### src/rtl/txbuf_flag_reg.sv
module txbuf_flag_reg #(
  parameter int NBUF = 3
) (
  input  logic            clk,
  input  logic            rst_n,
  input  logic            soft_rst,
  input  logic            wr_en,
  input  logic            wr_sel,
  input  logic [7:0]      wr_data,
  input  logic [NBUF-1:0] load,
  input  logic [NBUF-1:0] tx_done,
  input  logic [NBUF-1:0] abort_done,
  output logic [7:0]      rd_data,
  output logic            irq
);

  logic [NBUF-1:0] empty_q, ack_q, ien_q;
  logic [NBUF-1:0] hw_set, clr_req;

  assign hw_set  = tx_done | abort_done;
  assign clr_req = load | ({NBUF{wr_en & ~wr_sel}} & wr_data[NBUF-1:0]);

  always_ff @(posedge clk or negedge rst_n) begin
    if (!rst_n) begin
      empty_q <= '1;
      ack_q   <= '0;
      ien_q   <= '0;
    end else if (soft_rst) begin
      empty_q <= '1;
      ack_q   <= '0;
      ien_q   <= '0;
    end else begin
      for (int i = 0; i < NBUF; i++) begin
        if (hw_set[i]) begin
          empty_q[i] <= 1'b1;
          ack_q[i]   <= abort_done[i] & ~tx_done[i];
        end else if (clr_req[i]) begin
          empty_q[i] <= 1'b0;
          ack_q[i]   <= 1'b0;
        end
      end
      if (wr_en && wr_sel) ien_q <= wr_data[NBUF-1:0];
    end
  end

  assign rd_data = {1'b0, ack_q, 1'b0, empty_q};
  assign irq     = |(empty_q & ien_q);

  for (genvar g = 0; g < NBUF; g++) begin : g_chk
    AST_ACK_DROPS_WITH_EMPTY: assert property (@(posedge clk) disable iff (!rst_n)
      $fell(rd_data[g]) |-> !rd_data[4+g]);
    AST_ACK_NEEDS_EMPTY: assert property (@(posedge clk) disable iff (!rst_n)
      rd_data[4+g] |-> rd_data[g]);
    AST_HW_SET_WINS: assert property (@(posedge clk) disable iff (!rst_n)
      (!soft_rst && (tx_done[g] || abort_done[g])) |=> rd_data[g]);
    AST_TX_BEATS_ABORT: assert property (@(posedge clk) disable iff (!rst_n)
      (!soft_rst && tx_done[g]) |=> !rd_data[4+g]);
    AST_ABORT_FLAGGED: assert property (@(posedge clk) disable iff (!rst_n)
      (!soft_rst && abort_done[g] && !tx_done[g]) |=> rd_data[4+g]);
    AST_LOAD_CLEARS: assert property (@(posedge clk) disable iff (!rst_n)
      (!soft_rst && load[g] && !tx_done[g] && !abort_done[g]) |=> !rd_data[g]);
  end

  AST_SOFT_RESET: assert property (@(posedge clk) disable iff (!rst_n)
    soft_rst |=> (rd_data == 8'h07 && !irq));
  AST_IRQ_NEEDS_FLAG: assert property (@(posedge clk) disable iff (!rst_n)
    irq |-> (rd_data[2:0] != 3'b000));

endmodule

### config.mk
export PLATFORM = sky130hd
export DESIGN_NAME = txbuf_flag_reg
export DESIGN_NICKNAME = d
export VERILOG_FILES = /design/src/rtl/txbuf_flag_reg.sv
export SDC_FILE = /design/constraint.sdc
export NUM_CORES = 1
export LEC_CHECK = 0
export ABC_AREA = 1
export BUFFER_PORTS_ARGS = -buffer_cell sky130_fd_sc_hd__buf_4
export CAP_MARGIN = 0
export CORE_AREA = 2 2 39 41
export CTS_CLUSTER_SIZE = 12
export DETAILED_ROUTE_END_ITERATION = 6
export DIE_AREA = 0 0 41 43
export PLACE_DENSITY_LB_ADDON = 0.3
export SKIP_LAST_GASP = 1
export SYNTH_ARGS = -nofsm -noshare
export SYNTH_HDL_FRONTEND = slang
export SYNTH_SLANG_ARGS = --single-unit
### constraint.sdc
create_clock -name clk -period 1.05 [get_ports clk]
set_input_delay 0.2625 -clock clk [delete_from_list [all_inputs] [get_ports clk]]
set_output_delay 0.2625 -clock clk [all_outputs]
set_load 0.01 [all_outputs]
==> results of run 1 <==
==> final cells by class <==
type / count / area [um2] / area share, %
clock buffer: 4 / 26.3 / 3.35
inverter: 8 / 32.5 / 4.15
multi-input combinational: 48 / 230 / 29.3
sequential: 9 / 229 / 29.2
tap: 16 / 20.0 / 2.55
timing repair buffer: 29 / 246 / 31.4
==> routing by layer <==
metal | routed length (um) | GRT usage, % | vias up
met5 | 0 | 0 | -
met4 | 8 | 6.00 | 0
met3 | 43 | 4.71 | 2
met2 | 624 | 23.1 | 14
met1 | 441 | 19.5 | 224
li1 | - | - | 265
==> path summary, 6_finish.rpt <==
| kind | startpoint | end | slack [ns] | depth (start not counted) |
|---|---|---|---|---|
| max | empty_q[0] | irq | -0.25 | 3 |
| min | abort_done[0] | empty_q[0] | 0.22 | 3 |
| max reg2reg | empty_q[1] | empty_q[1] | 0.26 | 3 |
| min reg2reg | empty_q[0] | empty_q[0] | 0.49 | 2 |
| max in group asynchronous | rst_n | empty_q[0] | 0.47 | 2 |
| min in group asynchronous | rst_n | ien_q[2] | 0.37 | 2 |
==> registers in the layout, summed over array words and instances (netlist names) <==
register and cells:
ack_q 3, ien_q 3, empty_q 3
==> logic make-up after synthesis <==
logic type	after synthesis	synth area share, %
and+or+nand+nor	43	40.7
buffers and inverters	10	9.55
DFF	9	46.0
AOI/OAI and AO/OA	3	3.01
other	1	0.753
==> synth_stat cells <==
cell / count / area [um2]
o21ai_0: 3 / 15.0
dfstp_2: 3 / 78.8
dfrtp_1: 6 / 150
nand2_1: 20 / 75.1
nand3_2: 4 / 40.0
conb_1: 1 / 3.75
nor2_2: 3 / 18.8
nor2_1: 9 / 33.8
buf_4: 2 / 15.0
nand3_1: 4 / 20.0
inv_1: 7 / 26.3
nor3_1: 3 / 15.0
inv_4: 1 / 6.26
==> repair_timing <==
item                                   4_1_cts  5_1_grt
cloned                                       0        0
setup endpoints to repair                    5        7
hold buffers                                 1        0
gates resized for setup                      3        5
pin swaps                                    3        0
setup buffers                                1        3
endpoints found under the hold margin        6        0
==> where the power goes <==
| group | total, mW | internal (mW) | switching (mW) | leakage (nW) |
|---|---|---|---|---|
| Clock | 0.257 | 0.146 | 0.111 | 0.0150 |
| Combinational | 0.177 | 0.0955 | 0.0812 | 0.286 |
| Sequential | 0.375 | 0.366 | 0.00901 | 0.113 |
| Total | 0.808 | 0.607 | 0.201 | 0.413 |
==> critical path, cell delays in order, from the launching register on <==
cell	delay [ns]
dfstp_2	0.55
nand2_1	0.07
nand3_2	0.07
buf_6	0.10
==> metrics by stage <==
stage	total power [mW]	cells	cell area [um2]
2_1_floorplan	0.442	67	502
3_3_place_gp	0.530	105	687
3_5_place_dp	0.532	105	687
4_1_cts	0.801	111	742
5_1_grt	0.870	114	785
6_report	0.808	114	785
==> results.ini, run 1 <==
[cells_and_area]
fill_cells = 140
num_antenna_cells = 0
finish.utilization_pct = 56.7
final_cell_mix = buf_4 (21), nand2_1 (20), nor2_1 (9)
drive_above_1_share_pct = 43.9
final_nets = 121
final_common_cell = buf_4
areaGrowthSynthToFinish_pct = 57.5

[synth]
ys_types = 13
ys_seq_area_share_pct = 46.0
syn_inst = 66
synth_area_um2 = 498
syn_avg_cell_area_um2 = 7.55
yosysWarnings = 0
synth_seq_cells = 9

[route]
drtIter0Drc = 7
final_antenna_net_count = 0
vias = 505
vias_per_cell = 4.43
dr.pass1.iters = 4
route.detailed.drc = 0
wl_per_cell_um = 9.81
wl_um = 1120

[grt]
grt_pass1_wl_um = 1810
gr-usage-all-layers_pct = 15.3
grt-ovfl-total = 0
antenna_found_initial = 0
grt_max_degree = 10
grt_pass1_vias = 463

[timing]
skew_ns = 0
hold_viol_final = 0
drv_slew = 0
hold_ws_ns = 0.219
fmax_mhz = 770
tns_ns = -0.829
setup_viol = 4
post-route-min-period_ns = 1.30
fin_ws_ns = -0.248
rsz0062_at_grt = yes
fin_crit_sh_pct = 124

[pwr]
power_leakage_nw = 0.413
power_density_nw_per_um2 = 1030
ir_worst_vdd_v = 0.000609

[place]
place_congestion = 0.746
pre_cts_slack_ns = 0.0220
io_buffers = 23
dp_hpwl_um = 838

[floorplan]
die_y_um = 43
dieArea_um2 = 1760
ios = 31
start_util_pct = 36.0
rows = 14
core_area_um2 = 1380
die_w_um = 41

[clock_network]
cts_buffer_depth = 2
cts_tree = done
cts.sinks = 9
cts_buffers = 3
root_buffer = clkbuf_4
path_clk_slew_ns = 0.06
clock_latency_ns = 0.25
htree_levels = 1

[setup_path]
crit_type = flop to output port
critPathArrivalTime_ns = 1.04
start_kind = flop
cp_max_fo = 3
end_kind = output port
crit_required_ns = 0.79

[worst_hold_path]
min_path_type = input pin to flop

[job]
max_cap_violations = 0

[outcome]
outcome = finished, violations left
violations = setup timing

Note: power is estimated with default switching activity, not from simulation.
==> run 2: changes to the inputs <==
--- a/config.mk
+++ b/config.mk
@@ -8,10 +8,10 @@
 export ABC_AREA = 1
 export BUFFER_PORTS_ARGS = -buffer_cell sky130_fd_sc_hd__buf_4
 export CAP_MARGIN = 0
-export CORE_AREA = 2 2 39 41
+export CORE_AREA = 8 8 45 47
 export CTS_CLUSTER_SIZE = 12
 export DETAILED_ROUTE_END_ITERATION = 6
-export DIE_AREA = 0 0 41 43
+export DIE_AREA = 0 0 53 55
 export PLACE_DENSITY_LB_ADDON = 0.3
 export SKIP_LAST_GASP = 1
 export SYNTH_ARGS = -nofsm -noshare
==> results.ini, run 2 (synthesis results as in run 1) <==
[outcome]
outcome = finished, violations left
violations = setup timing

[pwr]
p_total_uw = 810  ; +0.26%
ir_worst_vdd_v = 0.000618  ; +1.4%
power_leakage_nw = 0.403  ; -2.4%
power_density_nw_per_um2 = 1050  ; +1.9%

[cells_and_area]
finish.utilization_pct = 55.8  ; -0.90 points
drive_above_1_share_pct = 42.3  ; -1.6 points
design_area_um2 = 772  ; -1.6%
fill_cells = 132  ; -5.7%
num_antenna_cells = 0  ; unchanged
final_cell_mix = nand2_1 (20), buf_4 (20), nor2_1 (9)
stdcell_count = 113  ; -0.88%
top_regs = ack_q (3), empty_q (3), ien_q (3)
final_nets = 120  ; -0.83%
areaGrowthSynthToFinish_pct = 55.0

[setup_path]
start_kind = flop
end_kind = output port
worstRegToRegCells = 3  ; unchanged
reg2reg_from = empty_q[1]
r2r_setup_slack_ns = 0.25  ; about the same
cp_max_fo = 2  ; -1
crit_type = flop to output port
rr_endpoint = empty_q[1]
critPathArrivalTime_ns = 1.03  ; about the same
crit_required_ns = 0.79  ; about the same

[clock_network]
cts_tree = done
cts.sinks = 9  ; unchanged
root_buffer = clkbuf_4
htree_levels = 1  ; unchanged
clock_latency_ns = 0.26  ; about the same
cts_buffer_depth = 2  ; unchanged
path_clk_slew_ns = 0.06  ; about the same
cts_buffers = 3  ; unchanged

[worst_hold_path]
hold_start = abort_done[0]
min_to = empty_q[0]
min_path_type = input pin to flop
hold_depth = 3  ; unchanged

[floorplan]
die_w_um = 53  ; +29%
die_y_um = 55  ; +28%
start_util_pct = 36.0  ; unchanged
rows = 14  ; unchanged
ios = 31  ; unchanged
dieArea_um2 = 2920  ; +65%
core_area_um2 = 1380  ; unchanged

[grt]
gr-usage-all-layers_pct = 9.74  ; -5.5 points
antenna_found_initial = 0  ; unchanged
grt_max_degree = 10  ; unchanged
grt_pass1_wl_um = 2050  ; +13%
grt_pass1_vias = 513  ; +11%
grt-ovfl-total = 0  ; unchanged

[route]
drtIter0Drc = 6  ; -1
final_antenna_net_count = 0  ; unchanged
vias = 496  ; -1.8%
wl_per_cell_um = 11.4  ; +16%
wl_um = 1280  ; +15%
dr.pass1.iters = 4  ; unchanged
vias_per_cell = 4.39  ; -0.91%
route.detailed.drc = 0  ; unchanged

[timing]
rsz0062_at_grt = yes
fmax_mhz = 772  ; +0.16%
drv_slew = 0  ; unchanged
fin_ws_ns = -0.246  ; +0.00204 ns
tns_ns = -0.850  ; -0.0209 ns
hold_viol_final = 0  ; unchanged
post-route-min-period_ns = 1.30  ; -0.00204 ns
skew_ns = 0  ; unchanged
hold_ws_ns = 0.213  ; -0.00602 ns
fin_crit_sh_pct = 123  ; -0.19 points
setup_viol = 4  ; unchanged

[place]
place_congestion = 0.766  ; +2.7%
post_dp_cell_area_um2 = 687  ; unchanged
pre_cts_slack_ns = 0.0168  ; -0.00528 ns
dp.cells = 105  ; unchanged
dp_hpwl_um = 1020  ; +21%
io_buffers = 23  ; unchanged

[job]
max_cap_violations = 0  ; unchanged

run 2: layer usage:
layer	global-route usage [%]	wire, um	up-vias
met5	0	0	-
met3	2.41	29	2
met4	7.76	11	0
li1	-	-	263
met1	9.44	509	223
met2	17.4	732	8
run 2: area by class of cell:
type | count | area, um2 | share of cell area, %
Inverter | 8 | 32.5 | 4.21
Multi-Input combinational cell | 48 | 225 | 29.2
Tap cell | 16 | 20.0 | 2.59
Sequential cell | 9 | 229 | 29.7
Timing Repair Buffer | 28 | 239 | 31.0
Clock buffer | 4 | 26.3 | 3.40
run 2: what timing repair did:
action                                  CTS  global route
endpoints found under the setup margin    5             7
endpoints found under the hold margin     6             0
resized for setup                         4             3
pin swaps                                 2             0
hold buffers                              1             0
buffers inserted                          2             1
run 2: worst max path at each step:
stage               cells past startpoint  endpoint       start  slack [ns]
global placement                        3       irq  empty_q[0]        0.03
floorplan                               2       irq  empty_q[1]        0.07
CTS                                     3       irq  empty_q[0]       -0.25
global route                            3       irq  empty_q[0]       -0.30
finish                                  3       irq  empty_q[2]       -0.25
detailed placement                      3       irq  empty_q[0]        0.02
run 2: worst max-delay path: stages, from the launching register on:
cell     delay (ns)
dfstp_2        0.54
nand2_1        0.05
nand3_1        0.07
buf_4          0.12
run 2: power by group:
part	total (mW)	switching [mW]	internal (mW)
Sequential	0.375	0.00963	0.366
Combinational	0.170	0.0790	0.0909
Clock	0.265	0.119	0.146
Total	0.810	0.208	0.603
==> run 3: changes to the inputs <==
--- a/config.mk
+++ b/config.mk
@@ -12,7 +12,7 @@
 export CTS_CLUSTER_SIZE = 12
 export DETAILED_ROUTE_END_ITERATION = 6
 export DIE_AREA = 0 0 53 55
-export PLACE_DENSITY_LB_ADDON = 0.3
+export PLACE_DENSITY_LB_ADDON = 0.1
 export SKIP_LAST_GASP = 1
 export SYNTH_ARGS = -nofsm -noshare
 export SYNTH_HDL_FRONTEND = slang
==> results.ini, run 3 (synthesis results as in run 1) <==
[place]
dp_hpwl_um = 1020  ; +0.56%
place_congestion = 0.786  ; +2.6%
io_buffers = 23  ; unchanged
pre_cts_slack_ns = 0.0219  ; +0.00510 ns
dp.cells = 105  ; unchanged

[timing]
rsz0062_at_grt = yes
post-route-min-period_ns = 1.30  ; +0.000373 ns
skew_ns = 0  ; unchanged
drv_slew = 0  ; unchanged
fmax_mhz = 771  ; about the same
hold_viol_final = 0  ; unchanged
fin_crit_sh_pct = 123  ; about the same
setup_viol = 4  ; unchanged
fin_ws_ns = -0.246  ; -0.000373 ns
hold_ws_ns = 0.216  ; +0.00276 ns

[clock_network]
cts.sinks = 9  ; unchanged
cts_tree = done
path_clk_slew_ns = 0.06  ; about the same
htree_levels = 1  ; unchanged
cts_buffer_depth = 2  ; unchanged
clock_latency_ns = 0.26  ; about the same
cts_buffers = 3  ; unchanged
root_buffer = clkbuf_4

[pwr]
p_sw_uw = 221  ; +6.5%
power_density_nw_per_um2 = 1010  ; -3.8%
swShare_pct = 26.3  ; +0.72 points
p_comb_share_pct = 22.8  ; +1.8 points
clock_power_share_pct = 32.4  ; -0.3 points
sequentialPowerShare_pct = 44.8  ; -1.5 points
power_leakage_nw = 0.435  ; +7.9%
p_int_uw = 618  ; +2.6%
ir_worst_vdd_v = 0.000547  ; -11%

[cells_and_area]
seq_area_um2 = 229  ; unchanged
areaGrowthSynthToFinish_pct = 66.8
drive_above_1_share_pct = 48.0  ; +5.8 points
fill_cells = 148  ; +12%
finish.utilization_pct = 60.0  ; +4.2 points
multi_input_area_um2 = 235  ; +4.4%
top_regs = ack_q (3), empty_q (3), ien_q (3)
final_common_cell = buf_4
final_cell_mix = buf_4 (22), nand2_1 (18), buf_6 (10)
num_antenna_cells = 0  ; unchanged
stdcell_count = 118  ; +4.4%
final_nets = 125  ; +4.2%

[setup_path]
crit_required_ns = 0.79  ; about the same
worstRegToRegCells = 5  ; +2
start_kind = flop
critPathArrivalTime_ns = 1.03  ; about the same
slowest_delay_ns = 0.54  ; about the same
end_kind = output port
cp_max_fo = 2  ; unchanged
cp_cell_sequence = nand2_1 > nand3_2 > buf_6
slowest_stage = dfstp_2
crit_type = flop to output port

[grt]
grt_max_degree = 10  ; unchanged
grt-ovfl-total = 0  ; unchanged
antenna_found_initial = 0  ; unchanged
gr-usage-all-layers_pct = 10.1  ; +0.40 points
grt_pass1_vias = 560  ; +9.2%
grt_pass1_wl_um = 2250  ; +9.8%

[floorplan]
dieArea_um2 = 2920  ; unchanged
die_w_um = 53  ; unchanged
start_util_pct = 36.0  ; unchanged
die_y_um = 55  ; unchanged
rows = 14  ; unchanged
ios = 31  ; unchanged
core_area_um2 = 1380  ; unchanged

[route]
drtIter0Drc = 12  ; +6
wl_um = 1350  ; +5.4%
vias_per_cell = 4.53  ; +3.3%
wl_per_cell_um = 11.5  ; +0.91%
route.detailed.drc = 0  ; unchanged
dr.pass1.iters = 4  ; unchanged
vias = 535  ; +7.9%
final_antenna_net_count = 0  ; unchanged

[worst_hold_path]
min_path_type = input pin to flop
hold_depth = 3  ; unchanged

[job]
max_cap_violations = 0  ; unchanged

[outcome]
outcome = finished, violations left
violations = setup timing

[run 3: stage by stage]
stage	instance area (um2)	total power [mW]	TNS (ns)
detailed placement	687	0.535	0
floorplan	502	0.442	0
finish	831	0.839	-0.837
CTS	779	0.824	-0.830
global placement	687	0.533	0
global route	831	0.883	-0.996
[run 3: per-layer routing]
layer	up-vias	routed length, um	global-route usage (%)
met3	2	82	3.21
met4	0	9	3.88
met2	15	674	16.6
met5	-	0	0
li1	277	-	-
met1	241	585	12.1
[run 3: what timing repair did]
item / 4_1_cts / 5_1_grt
pin swaps: 3 / 2
gates resized for setup: 5 / 8
setup buffers: 5 / 3
hold buffers: 1 / 0
setup endpoints to repair: 5 / 7
hold endpoints to repair: 6 / 0
[run 3: final cells by class]
type                       count  area share (%)
multi-input combinational     48            28.3
tap                           16            2.41
clock buffer                   4            3.16
sequential                     9            27.6
inverter                       8            3.92
timing repair buffer          33            34.6
[run 3: path summary, 6_finish.rpt]
path                               start    endpoint  slack [ns]
max                           empty_q[0]         irq       -0.25
min                        abort_done[1]  empty_q[1]        0.22
max reg2reg                   empty_q[2]  empty_q[2]        0.08
min reg2reg                     ack_q[1]    ack_q[1]        0.50
max in group asynchronous          rst_n  empty_q[0]        0.45
min in group asynchronous          rst_n    ien_q[0]        0.38
[run 3: power by group through the flow]
| stage | sequential [mW] | combinational, mW | clock [mW] |
|---|---|---|---|
| after floorplan | 0.384 | 0.0577 | 0 |
| after global placement | 0.380 | 0.153 | 0 |
| after detailed placement | 0.380 | 0.155 | 0 |
| after CTS | 0.373 | 0.176 | 0.275 |
| after global routing | 0.378 | 0.212 | 0.293 |
| final | 0.376 | 0.191 | 0.272 |
[run 3: worst max-delay path: cells and delay by family, from the launching register on]
kind | cells | cell delay (ns)
flops | 1 | 0.54
simple gates | 2 | 0.14
buf+inv | 1 | 0.10
